## config.mk

```make
export PLATFORM = sky130hd
export DESIGN_NAME = sd_clk_gate
export DESIGN_NICKNAME = d
export VERILOG_FILES = /design/src/rtl/sd_clk_gate_pkg.sv /design/src/rtl/sd_clk_dly_reg.sv /design/src/rtl/sd_clk_idle_timer.sv /design/src/rtl/sd_clk_flow_stop.sv /design/src/rtl/sd_clk_gate.sv
export SDC_FILE = /design/constraint.sdc
export NUM_CORES = 1
export LEC_CHECK = 0
export BUFFER_PORTS_ARGS = -buffer_cell sky130_fd_sc_hd__buf_4
export CORE_MARGIN = 1.5
export CORE_UTILIZATION = 45
export CTS_CLUSTER_SIZE = 24
export DETAILED_ROUTE_END_ITERATION = 8
export GPL_TIMING_DRIVEN = 0
export MAX_ROUTING_LAYER = met4
export PLACE_DENSITY = 0.73
export SETUP_SLACK_MARGIN = 0.4
export SYNTH_ARGS = -nofsm -noshare
export SYNTH_HDL_FRONTEND = slang
export SYNTH_SLANG_ARGS = --single-unit
```

## constraint.sdc

```tcl
create_clock -name clk -period 1.7 [get_ports clk]
set_input_delay 0.255 -clock clk [delete_from_list [all_inputs] [get_ports clk]]
set_output_delay 0.255 -clock clk [all_outputs]
set_load 0.005 [all_outputs]
```

## src/rtl/sd_clk_gate_pkg.sv

```systemverilog
package sd_clk_gate_pkg;
  localparam int unsigned DLY_W   = 7;
  localparam int unsigned DLY_RST = 16;

  typedef enum logic [1:0] {
    IDLE_RUN   = 2'd0,
    IDLE_COUNT = 2'd1,
    IDLE_HALT  = 2'd2
  } idle_state_e;
endpackage

```

## src/rtl/sd_clk_dly_reg.sv

```systemverilog
module sd_clk_dly_reg #(
  parameter int unsigned W   = 7,
  parameter int unsigned RST = 16
) (
  input  logic         clk,
  input  logic         rst_n,
  input  logic         lock,
  input  logic         wr,
  input  logic [W-1:0] wdata,
  output logic [W-1:0] dly
);
  localparam logic [W-1:0] RST_V = W'(RST);

  // The delay may only be reloaded while the idle stop is disabled.
  always_ff @(posedge clk or negedge rst_n) begin
    if (!rst_n)            dly <= RST_V;
    else if (wr && !lock)  dly <= wdata;
  end
endmodule

```

## src/rtl/sd_clk_idle_timer.sv

```systemverilog
module sd_clk_idle_timer
  import sd_clk_gate_pkg::*;
#(
  parameter int unsigned W = 7
) (
  input  logic         clk,
  input  logic         rst_n,
  input  logic         en,
  input  logic [W-1:0] dly,
  input  logic         issue,
  input  logic         done,
  input  logic         busy,
  output logic         stop
);
  localparam logic [W-1:0] ZERO = '0;
  localparam logic [W-1:0] ONE  = W'(1);

  idle_state_e st_q;
  logic [W-1:0] cnt_q;

  always_ff @(posedge clk or negedge rst_n) begin
    if (!rst_n) begin
      st_q  <= IDLE_RUN;
      cnt_q <= ZERO;
    end else if (!en || issue) begin
      st_q  <= IDLE_RUN;
      cnt_q <= ZERO;
    end else if (done) begin
      if (dly == ZERO && !busy) begin
        st_q <= IDLE_HALT;
      end else begin
        st_q  <= IDLE_COUNT;
        cnt_q <= (dly == ZERO) ? ZERO : dly - ONE;
      end
    end else if (st_q == IDLE_COUNT) begin
      if (cnt_q != ZERO)  cnt_q <= cnt_q - ONE;
      else if (!busy)     st_q  <= IDLE_HALT;
    end
  end

  assign stop = (st_q == IDLE_HALT);
endmodule

```

## src/rtl/sd_clk_flow_stop.sv

```systemverilog
module sd_clk_flow_stop (
  input  logic clk,
  input  logic rst_n,
  input  logic safe,
  input  logic stall,
  input  logic blk_busy,
  input  logic blk_last,
  output logic stop
);
  logic at_boundary;
  assign at_boundary = !blk_busy || blk_last;

  // Once stopped, the stop is held for as long as the stall persists.
  always_ff @(posedge clk or negedge rst_n) begin
    if (!rst_n) stop <= 1'b0;
    else        stop <= stall && (stop || !safe || at_boundary);
  end
endmodule

```

## src/rtl/sd_clk_gate.sv

```systemverilog
module sd_clk_gate
  import sd_clk_gate_pkg::*;
#(
  parameter int unsigned DW  = DLY_W,
  parameter int unsigned DRV = DLY_RST
) (
  input  logic          clk,
  input  logic          rst_n,
  input  logic          idle_stop_en,
  input  logic          dly_wr,
  input  logic [DW-1:0] dly_wdata,
  input  logic          blk_safe_stop,
  input  logic          cmd_issue,
  input  logic          cmd_done,
  input  logic          card_busy,
  input  logic          buf_stall,
  input  logic          blk_busy,
  input  logic          blk_last,
  output logic          card_clk_en,
  output logic          card_clk_held
);
  logic [DW-1:0] dly_q;
  logic          idle_stop;
  logic          flow_stop;

  sd_clk_dly_reg #(.W(DW), .RST(DRV)) u_dly (
    .clk(clk), .rst_n(rst_n), .lock(idle_stop_en),
    .wr(dly_wr), .wdata(dly_wdata), .dly(dly_q)
  );

  sd_clk_idle_timer #(.W(DW)) u_idle (
    .clk(clk), .rst_n(rst_n), .en(idle_stop_en), .dly(dly_q),
    .issue(cmd_issue), .done(cmd_done), .busy(card_busy), .stop(idle_stop)
  );

  sd_clk_flow_stop u_flow (
    .clk(clk), .rst_n(rst_n), .safe(blk_safe_stop), .stall(buf_stall),
    .blk_busy(blk_busy), .blk_last(blk_last), .stop(flow_stop)
  );

  assign card_clk_en   = !(idle_stop || flow_stop);
  assign card_clk_held = idle_stop || flow_stop;
endmodule

```

# Word level (Yosys, flattened, before mapping)
# Index checks and enable logic that the tools add are counted.
[word_totals]
regBits = 17
inputBits = 18
out_inout_bits = 2
[op_classes]
addsub = 2
n_eq_ne = 5
muxes = 12
reduce_logical = 19
[op_table]
columns = ["op", "count"]
rows = [
  ["7-bit two-way mux", 6],
  ["7-bit by 1-bit subtractor with 7-bit output (second input constant)", 2],
  ["2-bit two-way mux", 6],
  ["3-bit by 2-bit inequality test with 1-bit output (second input constant)", 3],
  ["7-bit logical NOT", 1],
  ["7-bit nonzero test", 1],
  ["3-bit AND reduction", 2],
  ["3-bit nonzero test", 2],
  ["1-bit logical NOT", 5],
  ["1-bit logical OR", 5],
  ["1-bit logical AND", 3],
  ["2-bit by 1-bit equality test with 1-bit output (second input constant)", 1],
  ["2-bit equality test (second input constant)", 1],
]

# Depth between registers and ports, before layout
[logic_depth]
ltp_word = 5
ltp_mapped = 7

# Modules after synthesis
# From an unflattened synthesis, not the netlist that was laid out.
[unflattened]
cells_unflattened = 113
area_unflattened_um2 = 1124.8
[by_module_without_submodules]
columns = ["module", "n_inst", "cells_per_inst", "area_each_um2"]
rows = [
  ["sd_clk_idle_timer", 1, 92, 770.7],
  ["sd_clk_dly_reg", 1, 16, 306.5],
  ["sd_clk_flow_stop", 1, 3, 37.5],
  ["sd_clk_gate", 1, 2, 10.0],
]

# Worst setup path after synthesis
# Ideal clock, no wire load.
[synth_path]
kind = "register to register"
start = "register u_idle.cnt_q[2]"
end = "register u_idle.st_q[0]"
t_arrival_ps = 1617
required_time_ps = 1566
path_slack_ps = -50
stages_incl_launch_ff = 5
n_path_buf = 0
synth_period_minus_slack_ps = 1750
path_cell_list = "dfrtp_1 > or4_4 > or3_1 > o311ai_1 > a21boi_0"
[synth_via]
elab_chain_cells = 3
[synth_rtl]
columns = ["element", "line", "source"]
rows = [
  ["start: declaration", "sd_clk_idle_timer.sv:19", "logic [W-1:0] cnt_q;"],
  ["start signal: assignment", "sd_clk_idle_timer.sv:33", "cnt_q <= (dly == ZERO) ? ZERO : dly - ONE;"],
  ["start signal: assignment", "sd_clk_idle_timer.sv:36", "if (cnt_q != ZERO) cnt_q <= cnt_q - ONE;"],
  ["7-bit nonzero test", "sd_clk_idle_timer.sv:36", ""],
  ["3-bit by 2-bit inequality test with 1-bit output (no line)", "--", ""],
  ["3-bit AND reduction (no line)", "--", ""],
  ["end signal: assignment", "sd_clk_idle_timer.sv:30", "st_q <= IDLE_HALT;"],
  ["end signal: assignment", "sd_clk_idle_timer.sv:32", "st_q <= IDLE_COUNT;"],
  ["end signal: assignment", "sd_clk_idle_timer.sv:37", "else if (!busy) st_q <= IDLE_HALT;"],
  ["end: declaration", "sd_clk_idle_timer.sv:18", "idle_state_e st_q;"],
]
# No other way between the ends.
# A chain may end at the register's enable or synchronous reset.

# Worst setup path in the final report
[layout_path]
start = "register u_idle.cnt_q[5]"
end = "register u_idle.st_q[0]"
# The elaborated chain is that of the path after synthesis.

==> impl_metrics.csv <==
group,metric,value,unit
finish,nFillCells,187,
sta,setup_ws,-0.1476,ns
critical_path,start_kind,"flip-flop",
clock_tree,cts_tree,"built",
sta,finalMaxSlewViolations,0,
global_routing,grt_overflow,0,
global_routing,grt_util_met3,0.03509,
critical_path,crit_fanout,3,
synthesis,synthCells,107,
placement,portBuffers,19,
power,leakage,0.5925,nW
global_routing,gr-usage-met1,0.2524,
finish,layout_common_cells,"buf_4 (22), dfrtp_1 (15), inv_1 (7), nor2_1 (7)",
global_routing,grt_first_pass_wirelength,3870,µm
placement,place_ws,-0.1696,ns
synthesis,synth_ff_type,"dfrtp_1",
synthesis,ys_warn_count,0,
floorplanning,dieArea,0.002605,mm²
clock_tree,clk_latency,0.29,ns
global_routing,use_met2,0.3182,
synthesis,postSynthAreaPerCell,9.706,µm²
synthesis,syn_area,0.001038,mm²
route,drc,0,
synthesis,async_reset_ff_frac,1.000,
clock_tree,cts_max_level,1,
clock_tree,numClockSinks,17,
sta,max_freq,541.2,MHz
critical_path,crit_type,"reg2reg",
power,p_int,0.7029,mW
power,vdd_drop_max,0.0004584,V
clock_tree,clk_pin_slew,0.10,ns
floorplanning,rows,17,
finish,area.growth.synth_to_final,29.16,%
power,p_comb_frac,0.307,
finish,final_util,0.6122,
sta,setup_viol,9,
finish,post_route_cells_drive_above_1_share,0.3750,
sta,finalClockSkew,0.002357,ns
sta,hold_viol,0,
critical_path,crit_arrival,2.02,ns
synthesis,synth_fp_nets,129,
sta,slew_headroom,0.7178,
floorplanning,die_w,51.04,µm
route,drt-initial-drc-count,23,
run_status,outcome,"complete, but fails checks",
route,drtPass1Iterations,4,
clock_tree,clk_path_buf_depth,2,
global_routing,grtUsageTotal,0.2010,
finish,final_common_cell,"buf_4",
sta,fin_crit,1.848,ns
power,swShare,0.3201,
placement,dp_hpwl,1705,µm
job,max_cap_violations,0,
finish,nets,159,
global_routing,grt_pass1_vias,913,
floorplanning,boundaryPins,20,
sta,worst_pin_slew,0.4233,ns
route,vias_per_cell,5.518,
clock_tree,cts_root_buf,"clkbuf_4",
clock_tree,cts-buffers-inserted,3,
floorplanning,die_height,51.04,µm
synthesis,synth-seq-area-share,0.4108,
placement,place_congestion,0.9140,
synthesis,synth_edf_count,0,
sta,grt_setup_unrepaired,"yes",
global_routing,antenna_found_initial,0,
power,clkPwrFrac,0.212,
power,seqPwrFrac,0.481,
route,via_count,905,
critical_path,required,1.87,ns
global_routing,grt_max_degree,18,
power,power_switching,0.3309,mW
power,power.density,770.7,mW/mm²
synthesis,ys_seq_elements,17,
global_routing,grt-busiest-layer,"met2",
floorplanning,start_util,0.4740,
sta,period_share,1.087,
route,ant_nets,0,
route,finalWirelength,2298,µm
hold_path,hold_class,"in2reg",
run_status,violations,"setup timing",
route,routedWlPerCell,14.01,µm
floorplanning,fp.coreArea,0.002191,mm²
critical_path,critPathCaptureType,"flip-flop",
synthesis,synth_cell_types,37,
finish,antenna_cells,0,
## power groups by stage
stage	clock network [mW]	registers [mW]	logic, mW
after CTS	0.227	0.494	0.305
final	0.219	0.497	0.317
after global routing	0.245	0.506	0.352
after floorplan	0	0.492	0.195
after global placement	0	0.503	0.270
after detailed placement	0	0.505	0.277
## cell families (layout without fill, tap and decap cells)
logic type / after synthesis / after routing / synth area share
AND/OR/NAND/NOR: 36 / 36 / 0.1940
flip-flops: 17 / 17 / 0.4108
XOR/XNOR: 3 / 3 / 0.02531
buffers and inverters: 10 / 39 / 0.03615
AO/OA/AOI/OAI: 31 / 31 / 0.2205
multiplexers: 6 / 6 / 0.06506
adder cells (fa/ha/maj): 4 / 4 / 0.04819
## metal layers
metal,vias up,share of wire,routed length [µm]
met4,0,0.015,34
li1,452,-,-
met2,19,0.51,1167
met1,430,0.45,1031
met3,4,0.028,65
met5,-,0,0
## flip-flops by register name, indices dropped and copies added (netlist names)
signal        cells
u_flow.stop       1
u_dly.dly         7
u_idle.st_q       2
u_idle.cnt_q      7
## worst max-delay path, stage by stage, from the launching register on
cell and delay [ns]:
dfrtp_1 0.40, or4_4 0.58, or3_4 0.43, o311ai_4 0.21
a21boi_1 0.10
## path summary, 6_finish.rpt
check,startpoint,end,slack [ns],depth (start not counted)
worst min-delay path,dly_wdata[1],u_dly.dly[1]$_DFFE_PN0P_,0.17,3
worst min register to register,u_idle.cnt_q[5]$_DFFE_PN0P_,u_idle.cnt_q[5]$_DFFE_PN0P_,0.55,2
worst max-delay path,u_idle.cnt_q[5]$_DFFE_PN0P_,u_idle.st_q[0]$_DFFE_PN0P_,-0.15,4
worst max register to register,u_idle.cnt_q[5]$_DFFE_PN0P_,u_idle.st_q[0]$_DFFE_PN0P_,-0.15,4
min in group asynchronous,rst_n,u_idle.cnt_q[3]$_DFFE_PN0P_,0.35,2
max in group asynchronous,rst_n,u_dly.dly[4]$_DFFE_PN1P_,1.09,2
## Yosys cell counts, types with 2 or more instances
library cell | count | area, µm²
o21ai_1 | 5 | 25.02
dfrtp_1 | 16 | 400.4
inv_1 | 8 | 30.03
nor4_1 | 2 | 12.51
nand2_1 | 8 | 30.03
nand3_1 | 2 | 10.01
o21ai_0 | 5 | 25.02
nor2b_1 | 3 | 18.77
nor3_1 | 3 | 15.01
mux2_2 | 6 | 67.56
o221ai_1 | 2 | 17.52
ha_1 | 4 | 50.05
o31ai_1 | 2 | 15.01
clkbuf_1 | 2 | 7.510
xnor2_1 | 2 | 17.52
a21boi_2 | 2 | 22.52
a21oi_1 | 3 | 15.01
a31oi_1 | 4 | 25.02
nor2_1 | 7 | 26.28
and3_1 | 4 | 25.02
## repair_timing
action	in CTS	in global routing
endpoints found under the hold margin	16	0
hold buffers	1	0
pin swaps	3	5
resized for setup	8	5
setup endpoints to repair	11	11
setup buffers	4	1
gates cloned	0	0
## stage by stage
stage           TNS, ns  hold WS (ns)  std cells  total power [mW]  cell area, µm²
6_report        -0.8422        0.1655        164             1.034            1341
5_1_grt          -1.505        0.1631        164             1.103            1341
4_1_cts         -0.6367        0.1614        163             1.026            1306
3_5_place_dp     -1.126        0.1356        154            0.7823            1216
3_3_place_gp    -0.8921        0.1310        154            0.7730            1216
2_1_floorplan  -0.05381      -0.04059        107            0.6874            1039
## cell type report
type	count	area, µm²	share of cell area
Multi-Input combinational cell	80	616.8	0.4599
Sequential cell	17	427.9	0.3190
Timing Repair Buffer	25	197.7	0.1474
Tap cell	28	35.03	0.02612
Inverter	8	30.03	0.02239
Clock buffer	4	26.28	0.01959
Buffer	2	7.507	0.005597
(Power assumes the default switching activity.)
